$ cat src/rtl/supply_switchover_pkg.sv
// Package: shared types and constants for the supply switchover controller.
// Assumes all comparator inputs are gathered into one vector in the index order below.
package supply_switchover_pkg;

    // Positions of each input inside the synchronized vector.
    localparam int IDX_VDD_RST   = 0;
    localparam int IDX_VDD_CELL  = 1;
    localparam int IDX_VDD_WARN  = 2;
    localparam int IDX_VDD_FLOOR = 3;
    localparam int IDX_CELL_OK   = 4;
    localparam int IDX_FORCE     = 5;
    localparam int IDX_RST_DONE  = 6;
    localparam int N_SYNC_IN     = 7;

    // Reset pattern: a healthy supply, no request, reset not yet released.
    localparam logic [N_SYNC_IN-1:0] SYNC_RST_PATTERN = 7'b001_1111;

    // Rail selection state.
    typedef enum logic [1:0] {
        SEL_MAIN   = 2'd0,
        SEL_AUTO   = 2'd1,
        SEL_MANUAL = 2'd2
    } sel_state_t;

endpackage

$ cat src/rtl/ssw_sync.sv
// Module: ssw_sync
// Multi-flop synchronizer for a vector of asynchronous level inputs.
// Assumes inputs are slow levels; each bit is synchronized independently.
module ssw_sync #(
    parameter int              WIDTH   = 7,
    parameter int              STAGES  = 2,
    parameter logic [WIDTH-1:0] RST_VAL = '0
) (
    input  logic             clk,
    input  logic             rst_n,
    input  logic [WIDTH-1:0] d_async,
    output logic [WIDTH-1:0] q_sync
);

    logic [WIDTH-1:0] stage_q [STAGES];

    generate
        for (genvar s = 0; s < STAGES; s++) begin : g_stage
            if (s == 0) begin : g_first
                // First flop samples the raw inputs.
                always_ff @(posedge clk) begin
                    if (!rst_n) stage_q[s] <= RST_VAL;
                    else        stage_q[s] <= d_async;
                end
            end else begin : g_next
                // Later flops settle any metastability of the previous one.
                always_ff @(posedge clk) begin
                    if (!rst_n) stage_q[s] <= RST_VAL;
                    else        stage_q[s] <= stage_q[s-1];
                end
            end
        end
    endgenerate

    assign q_sync = stage_q[STAGES-1];

endmodule

$ cat src/rtl/ssw_select_fsm.sv
// Module: ssw_select_fsm
// Chooses the rail source from synchronized comparator levels.
// Automatic backup when the supply is under the floor, or under both the reset
// threshold and the cell voltage. A manual request latches backup until the
// supply drops below the reset threshold.
module ssw_select_fsm
    import supply_switchover_pkg::*;
(
    input  logic clk,
    input  logic rst_n,
    input  logic vdd_rst_s,
    input  logic vdd_cell_s,
    input  logic vdd_floor_s,
    input  logic force_s,
    output logic on_cell
);

    sel_state_t state_q, state_d;
    logic       need_cell;

    // Automatic backup condition from the supply comparisons.
    always_comb begin
        need_cell = !vdd_floor_s || (!vdd_rst_s && !vdd_cell_s);
    end

    // Next-state decision for the rail selection.
    always_comb begin
        state_d = state_q;
        unique case (state_q)
            SEL_MAIN: begin
                if (need_cell)    state_d = SEL_AUTO;
                else if (force_s) state_d = SEL_MANUAL;
            end
            SEL_AUTO: begin
                if (!need_cell) state_d = SEL_MAIN;
            end
            SEL_MANUAL: begin
                if (!vdd_rst_s) state_d = need_cell ? SEL_AUTO : SEL_MAIN;
            end
            default: state_d = SEL_MAIN;
        endcase
    end

    // State register.
    always_ff @(posedge clk) begin
        if (!rst_n) state_q <= SEL_MAIN;
        else        state_q <= state_d;
    end

    assign on_cell = (state_q != SEL_MAIN);

endmodule

$ cat src/rtl/ssw_cell_monitor.sv
// Module: ssw_cell_monitor
// Periodic cell-health probe. Opens a window of WINDOW_CYCLES every
// PERIOD_CYCLES once reset is released and samples the cell comparator on the
// last window cycle. A failed sample clears the sticky health flag.
module ssw_cell_monitor #(
    parameter int PERIOD_CYCLES = 50_000_000,
    parameter int WINDOW_CYCLES = 6_250
) (
    input  logic clk,
    input  logic rst_n,
    input  logic released_s,
    input  logic cell_ok_s,
    output logic probe_en,
    output logic healthy
);

    localparam int CNT_W = (PERIOD_CYCLES > 1) ? $clog2(PERIOD_CYCLES) : 1;
    localparam logic [CNT_W-1:0] CNT_LAST = CNT_W'(PERIOD_CYCLES - 1);
    localparam logic [CNT_W-1:0] WIN_END  = CNT_W'(WINDOW_CYCLES - 1);
    localparam logic [CNT_W-1:0] WIN_LEN  = CNT_W'(WINDOW_CYCLES);

    logic [CNT_W-1:0] phase_q;
    logic             last_win_cycle;

    // Phase counter: idle at zero before release, wraps each period after.
    always_ff @(posedge clk) begin
        if (!rst_n || !released_s) phase_q <= '0;
        else if (phase_q == CNT_LAST) phase_q <= '0;
        else                          phase_q <= phase_q + 1'b1;
    end

    assign probe_en       = released_s && (phase_q < WIN_LEN);
    assign last_win_cycle = released_s && (phase_q == WIN_END);

    // Sticky health flag updated only on the final window cycle.
    always_ff @(posedge clk) begin
        if (!rst_n)                          healthy <= 1'b1;
        else if (last_win_cycle && !cell_ok_s) healthy <= 1'b0;
    end

endmodule

$ cat src/rtl/supply_switchover.sv
// Module: supply_switchover (top)
// Backup supply switchover controller: synchronizes the comparator bits,
// selects the rail source, reports the early-warning level and runs the
// periodic cell-health probe. Assumes comparators are glitch-free levels.
module supply_switchover
    import supply_switchover_pkg::*;
#(
    parameter int SYNC_STAGES   = 2,
    parameter int PERIOD_CYCLES = 50_000_000,
    parameter int WINDOW_CYCLES = 6_250
) (
    input  logic clk,
    input  logic rst_n,
    input  logic vdd_gt_rst,
    input  logic vdd_gt_cell,
    input  logic vdd_gt_warn,
    input  logic vdd_gt_floor,
    input  logic cell_gt_ok,
    input  logic force_backup,
    input  logic rst_done,
    output logic use_backup,
    output logic backup_active,
    output logic vdd_margin_ok,
    output logic cell_ok,
    output logic cell_probe_en
);

    logic [N_SYNC_IN-1:0] raw_in, sync_in;
    logic vdd_rst_s, vdd_cell_s, vdd_warn_s, vdd_floor_s;
    logic cell_ok_s, force_s, released_s;
    logic on_cell;

    // Gather raw inputs in package index order.
    always_comb begin
        raw_in                = '0;
        raw_in[IDX_VDD_RST]   = vdd_gt_rst;
        raw_in[IDX_VDD_CELL]  = vdd_gt_cell;
        raw_in[IDX_VDD_WARN]  = vdd_gt_warn;
        raw_in[IDX_VDD_FLOOR] = vdd_gt_floor;
        raw_in[IDX_CELL_OK]   = cell_gt_ok;
        raw_in[IDX_FORCE]     = force_backup;
        raw_in[IDX_RST_DONE]  = rst_done;
    end

    ssw_sync #(
        .WIDTH   (N_SYNC_IN),
        .STAGES  (SYNC_STAGES),
        .RST_VAL (SYNC_RST_PATTERN)
    ) u_sync (
        .clk     (clk),
        .rst_n   (rst_n),
        .d_async (raw_in),
        .q_sync  (sync_in)
    );

    assign vdd_rst_s   = sync_in[IDX_VDD_RST];
    assign vdd_cell_s  = sync_in[IDX_VDD_CELL];
    assign vdd_warn_s  = sync_in[IDX_VDD_WARN];
    assign vdd_floor_s = sync_in[IDX_VDD_FLOOR];
    assign cell_ok_s   = sync_in[IDX_CELL_OK];
    assign force_s     = sync_in[IDX_FORCE];
    assign released_s  = sync_in[IDX_RST_DONE];

    ssw_select_fsm u_select (
        .clk         (clk),
        .rst_n       (rst_n),
        .vdd_rst_s   (vdd_rst_s),
        .vdd_cell_s  (vdd_cell_s),
        .vdd_floor_s (vdd_floor_s),
        .force_s     (force_s),
        .on_cell     (on_cell)
    );

    ssw_cell_monitor #(
        .PERIOD_CYCLES (PERIOD_CYCLES),
        .WINDOW_CYCLES (WINDOW_CYCLES)
    ) u_monitor (
        .clk        (clk),
        .rst_n      (rst_n),
        .released_s (released_s),
        .cell_ok_s  (cell_ok_s),
        .probe_en   (cell_probe_en),
        .healthy    (cell_ok)
    );

    assign use_backup    = on_cell;
    assign backup_active = on_cell;
    assign vdd_margin_ok = vdd_warn_s;

endmodule

$ cat config.mk
export PLATFORM = sky130hd
export DESIGN_NAME = supply_switchover
export DESIGN_NICKNAME = d
export VERILOG_FILES = /design/src/rtl/supply_switchover_pkg.sv /design/src/rtl/ssw_sync.sv /design/src/rtl/ssw_select_fsm.sv /design/src/rtl/ssw_cell_monitor.sv /design/src/rtl/supply_switchover.sv
export SDC_FILE = /design/constraint.sdc
export NUM_CORES = 1
export LEC_CHECK = 0
export BUFFER_PORTS_ARGS = -buffer_cell sky130_fd_sc_hd__buf_4
export CAP_MARGIN = 40
export CELL_PAD_IN_SITES_DETAIL_PLACEMENT = 1
export CELL_PAD_IN_SITES_GLOBAL_PLACEMENT = 1
export CORE_UTILIZATION = 40
export DETAILED_ROUTE_END_ITERATION = 7
export PLACE_DENSITY_LB_ADDON = 0.1
export SYNTH_ARGS = -nofsm -noshare
export SYNTH_HDL_FRONTEND = slang
export SYNTH_SLANG_ARGS = --single-unit
$ cat constraint.sdc
create_clock -name clk -period 1.7 [get_ports clk]
set_input_delay 0.17 -clock clk [delete_from_list [all_inputs] [get_ports clk]]
set_output_delay 0.17 -clock clk [all_outputs]
set_load 0.005 [all_outputs]
==> results.toml, run 1 <==
[run_status]
outcome = "complete, but fails checks"
violations = "setup timing"

[critical_path]
r2r_end = "u_monitor.phase_q[22]$_SDFF_PP0_"
arrival_ps = 2030
reg2reg_slack_ps = -90
crit_fanout = 5
crit_required_ps = 1940
max_stage_delay_ps = 550
cp_slowest_cell = "or4_4"
r2r.worst_path.cells = 5
startpoint_type = "flop"
r2r-start = "u_monitor.phase_q[7]$_SDFF_PP0_"
path_class = "flop to flop"
crit_path_end_kind = "flop"
crit_top_cell = "or4_4"
worstPathCellList = "nand4_4, buf_6, or4_4, or4_4, a21oi_2"

[timing]
hold_viol = 0
clock_skew_ps = 5.00
slew_violations = 0
fin_ws_ps = -90.3
rsz0062_at_grt = "yes"
finalSetupTns_ps = -250
layout_min_cycle_time_ps = 1790
whs_ps = 47.3
max_slew_margin_pct = 76.8
worst_pin_slew_ps = 345
setup_viol = 7
fin_crit_sh_pct = 105
max_freq_mhz = 559

[finish]
syn_to_final_growth_pct = 36.4
nets = 257
layout_common_cells = "buf_4, dfxtp_1, nor2_1"
final_common_cell = "buf_4"
fin_cells = 297
antenna_cells = 0
final_cell_area_um2 = 2440
drive_above_1_share_pct = 38.1

[synth]
ys_ff_latch = 43
synth_cell_types = 36
ys.flop_type = "dfxtp_1"
yosys.area.top_type = "dfxtp_1"
netlist.area_leader.share_pct = 48.1
netlist_area_um2 = 1790
ys_seq_area_share_pct = 48.1
syn_inst = 197
synth_edf_count = 0
synth_fp_nets = 208
synthArstFlopShare_pct = 0
syn_avg_cell_area_um2 = 9.08
ys_warn_count = 0
synth_top_cells_by_area = "dfxtp_1, a21oi_1, nor2_1"

[min_path]
worstHoldPathCells = 2
holdPathEnd = "u_sync.stage_q[0][0]$_SDFF_PN1_"
min-delay-start = "vdd_gt_rst"
hold_class = "primary input to flop"

[clock_network]
h-tree-depth = 2
clock_latency_ps = 300
cts_tree = "done"
clockBufferDepth = 2
cts_num_sinks = 43
cts_buffers = 5
clockRootBuffer = "clkbuf_8"
hold_buffers = 0
clk_pin_slew_ps = 80

[floorplan]
std_cell_rows = 23
coreArea_um2 = 4140
fp.dieH_um = 68.9
dieArea_um2 = 4740
start_util_pct = 43.1
die_w_um = 68.9
ioPinCount = 14

[placed_design]
place_area_um2 = 2170
gp_congestion = 0.856
place_inst = 282
portBuffers = 13
hpwlAfterDp_mm = 3.50

[routing]
totalWireLength_mm = 4.93
drt-vias-per-instance = 5.40
vias = 1604
postRouteAntennaNets = 0
drc = 0
drt_iter0_markers = 60
wl_per_cell_um = 16.6
drt-pass1-iter-count = 6

[grt]
grt.overflow.total = 0
antenna_found_initial = 0
grt_pass1_vias = 1718
grt_max_degree = 19
grtUsageTotal_pct = 22.9
grt_first_pass_wirelength_mm = 7.79

[power_and_ir_drop]
powerDensity_nw_per_um2 = 713
leakage_nw = 0.865
irDropWorstVdd_uv = 363

[job]
drv_cap = 0
Yosys cell counts, types with 2 or more instances:
| cell | count |
|---|---|
| inv_1 | 5 |
| and3_1 | 3 |
| xnor2_1 | 7 |
| clkbuf_1 | 3 |
| ha_1 | 2 |
| o21ai_0 | 9 |
| nand2_1 | 15 |
| and4_1 | 4 |
| or4_1 | 6 |
| nor3_1 | 5 |
| nor2_1 | 17 |
| nor4_1 | 4 |
| xor2_1 | 6 |
| dfxtp_1 | 43 |
| nand2b_1 | 10 |
| or3_1 | 7 |
| buf_2 | 2 |
| nand3_1 | 5 |
| o31ai_1 | 5 |
| and2_1 | 4 |
| nand4_1 | 8 |
| a21oi_1 | 13 |
layout make-up:
type	count	area, µm²
clock buffers	5	68.8
clock inverters	3	18.8
fillers	481	1710
inverters	5	18.8
multi-input cells	142	992
flip-flops and latches	43	883
well taps	50	62.6
repair buffers	49	394
state kept, by name, summed over array words and instances, names as in the netlist:
name,cells
u_monitor.healthy,1
u_monitor.phase_q,26
u_select.state_q,2
u_sync.stage_q,14
kinds of logic after synthesis:
logic type | count (synthesis) | share of synthesized area [%]
buffers and inverters | 12 | 2.94
AO/OA/AOI/OAI | 31 | 9.94
AND/OR/NAND/NOR | 96 | 31.2
XOR/XNOR | 13 | 6.37
adder cells (fa/ha/maj) | 2 | 1.40
flip-flops | 43 | 48.1
critical path, delay by kind of cell, from the launching register on:
kind | cells | cell delay, ps
flops | 1 | 360
buf+inv | 1 | 140
compound gates | 1 | 130
simple gates | 3 | 1100
through the flow:
step / util [%] / power (mW) / setup slack [ps]
after floorplan: - / 1.08 / -63.3
after global placement: 52.4 / 1.11 / -37.8
after detailed placement: 52.4 / 1.11 / -136
after CTS: 56.4 / 1.76 / -108
after global routing: 58.8 / 1.80 / -138
final: 58.8 / 1.74 / -90.3
report_power, final:
group          switching [mW]  leakage [nW]  internal (mW)
Combinational          0.0246         0.464         0.0353
Clock                   0.366        0.0445          0.287
Sequential            0.00729         0.357           1.02
worst max-delay path by stage:
| stage | depth (start not counted) | from | end | slack (ps) |
|---|---|---|---|---|
| 5_1_grt | 5 | u_monitor.phase_q[7]$_SDFF_PP0_ | u_monitor.phase_q[22]$_SDFF_PP0_ | -140 |
| 2_1_floorplan | 5 | u_monitor.phase_q[1]$_SDFF_PP0_ | u_monitor.phase_q[22]$_SDFF_PP0_ | -60 |
| 3_5_place_dp | 5 | u_monitor.phase_q[1]$_SDFF_PP0_ | u_monitor.phase_q[22]$_SDFF_PP0_ | -140 |
| 6_report | 5 | u_monitor.phase_q[7]$_SDFF_PP0_ | u_monitor.phase_q[22]$_SDFF_PP0_ | -90 |
| 4_1_cts | 5 | u_monitor.phase_q[7]$_SDFF_PP0_ | u_monitor.phase_q[22]$_SDFF_PP0_ | -110 |
| 3_3_place_gp | 5 | u_monitor.phase_q[1]$_SDFF_PP0_ | u_monitor.phase_q[22]$_SDFF_PP0_ | -40 |
routing by layer:
layer | vias to the layer above | global-route usage, % | wire (µm)
met3 | 7 | 6.91 | 103
met5 | - | 0 | 0
met1 | 783 | 24.1 | 2050
li1 | 798 | - | -
met2 | 16 | 42.5 | 2700
met4 | 0 | 8.42 | 70
repair_timing:
item | CTS | global route
pin swaps | 9 | 6
gates resized for setup | 17 | 19
setup buffers | 3 | 4
endpoints found under the setup margin | 13 | 19
No activity file was read; power rests on OpenSTA's default activity.
==> inputs of run 2 (changes only) <==
- MAX_ROUTING_LAYER: unset -> met4
==> results.toml, run 2 (synthesis results as in run 1) <==
[run_status]
outcome = "complete, but fails checks"
violations = "setup timing"

[power_and_ir_drop]
powerDensity_nw_per_um2 = 712
irDropWorstVdd_uv = 363
leakage_nw = 0.865
total_power_mw = 1.74

[critical_path]
path_class = "flop to flop"
r2r.worst_path.cells = 5
cp_slowest_cell = "or4_4"
r2r_end = "u_monitor.phase_q[22]$_SDFF_PP0_"
crit_required_ps = 1940
critPathLaunch = "u_monitor.phase_q[7]$_SDFF_PP0_"
critPathBufInv = 1
crit_path_end_kind = "flop"
arrival_ps = 2030
startpoint_type = "flop"
crit_path_end = "u_monitor.phase_q[22]$_SDFF_PP0_"
reg2reg_slack_ps = -90
crit_fanout = 5
crit_top_cell = "or4_4"
cp.depth = 5
worstPathCellList = "nand4_4, buf_6, or4_4, or4_4, a21oi_2"
max_stage_delay_ps = 550
cp_top_family = "simple AND/OR/NAND/NOR gates"
r2r-start = "u_monitor.phase_q[7]$_SDFF_PP0_"

[grt]
grt_max_degree = 19
grt.overflow.total = 0
antenna_found_initial = 0
grt_pass1_vias = 1719
grtUsageTotal_pct = 23.6
grt_first_pass_wirelength_mm = 7.80

[finish]
final_cell_area_um2 = 2440
largest_reg_flops = 26
drive_above_1_share_pct = 38.1
fill_cells = 481
fin_cells = 297
final_common_cell = "buf_4"
layout_common_cells = "buf_4, dfxtp_1, nor2_1"
antenna_cells = 0
largest-register = "u_monitor.phase_q"
reg.largest.list = "u_monitor.phase_q: 26 flops, u_sync.stage_q: 14 flops, u_select.state_q: 2 flops"
nets = 257
syn_to_final_growth_pct = 36.4

[timing]
slew_violations = 0
fin_ws_ps = -92.0
hold_viol = 0
layout_min_cycle_time_ps = 1790
fin_crit_sh_pct = 105
max_slew_margin_pct = 76.6
rsz0062_at_grt = "yes"
setup_viol = 7
worst_pin_slew_ps = 348
max_freq_mhz = 558
whs_ps = 47.6
clock_skew_ps = 4.23

[floorplan]
ioPinCount = 14
fp.dieH_um = 68.9
start_util_pct = 43.1
die_w_um = 68.9
dieArea_um2 = 4740
std_cell_rows = 23
coreArea_um2 = 4140

[placed_design]
gp_congestion = 0.869
portBuffers = 13
hpwlAfterDp_mm = 3.50
dp_slack_ps = -136
place_area_um2 = 2170
place_inst = 282

[clock_network]
cts_num_sinks = 43
clockRootBuffer = "clkbuf_8"
h-tree-depth = 2
cts_tree = "done"
clock_latency_ps = 300
clk_pin_slew_ps = 80
clockBufferDepth = 2
cts_buffers = 5

[job]
drv_cap = 0

[routing]
drt-pass1-iter-count = 5
vias = 1600
drc = 0
drt_iter0_markers = 60
drt-vias-per-instance = 5.39
wl_per_cell_um = 16.5
totalWireLength_mm = 4.91
postRouteAntennaNets = 0

[min_path]
hold_class = "primary input to flop"
## run 2: report_power, final
group          switching (mW)  leakage, nW  internal (mW)
registers             0.00725        0.357           1.02
logic                  0.0246        0.464         0.0353
clock network           0.362       0.0445          0.287
total                   0.394        0.865           1.34
## run 2: timing repair
action	in CTS	in global routing
endpoints found under the setup margin	13	19
hold endpoints to repair	0	0
gates resized for setup	17	19
cloned	0	0
hold buffers	0	0
pin swaps	9	6
buffers inserted	3	4
## run 2: metrics by stage
stage / setup TNS, ps / utilization, %
2_1_floorplan: -181 / -
3_3_place_gp: -55.9 / 52.4
3_5_place_dp: -514 / 52.4
4_1_cts: -230 / 56.4
5_1_grt: -759 / 58.8
6_report: -267 / 58.8
## run 2: how the worst min path moves through the flow
| stage | start | end | slack (ps) | cells past startpoint |
|---|---|---|---|---|
| 4_1_cts | cell_gt_ok | u_sync.stage_q[0][4]$_SDFF_PN1_ | 40 | 2 |
| 5_1_grt | vdd_gt_rst | u_sync.stage_q[0][0]$_SDFF_PN1_ | 30 | 2 |
| 6_report | cell_gt_ok | u_sync.stage_q[0][4]$_SDFF_PN1_ | 50 | 2 |
| 3_5_place_dp | cell_gt_ok | u_sync.stage_q[0][4]$_SDFF_PN1_ | 360 | 2 |
| 3_3_place_gp | vdd_gt_warn | u_sync.stage_q[0][2]$_SDFF_PN1_ | 350 | 2 |
| 2_1_floorplan | rst_n | u_sync.stage_q[0][0]$_SDFF_PN1_ | 240 | 1 |
## run 2: metal layers
metal | GRT usage [%] | share of wire [%] | vias up
li1 | - | - | 798
met1 | 24.1 | 41 | 779
met2 | 42.5 | 55 | 16
met3 | 6.91 | 2.2 | 7
met4 | 8.42 | 1.4 | 0
met5 | - | 0 | -
## run 2: area by class of cell
class	instances	area (µm²)	area share (%)
clock buffers	5	68.8	2.82
well taps	50	62.6	2.57
repair buffers	49	394	16.2
inverters	5	18.8	0.770
clock inverters	3	18.8	0.770
flip-flops and latches	43	883	36.2
multi-input cells	142	992	40.7
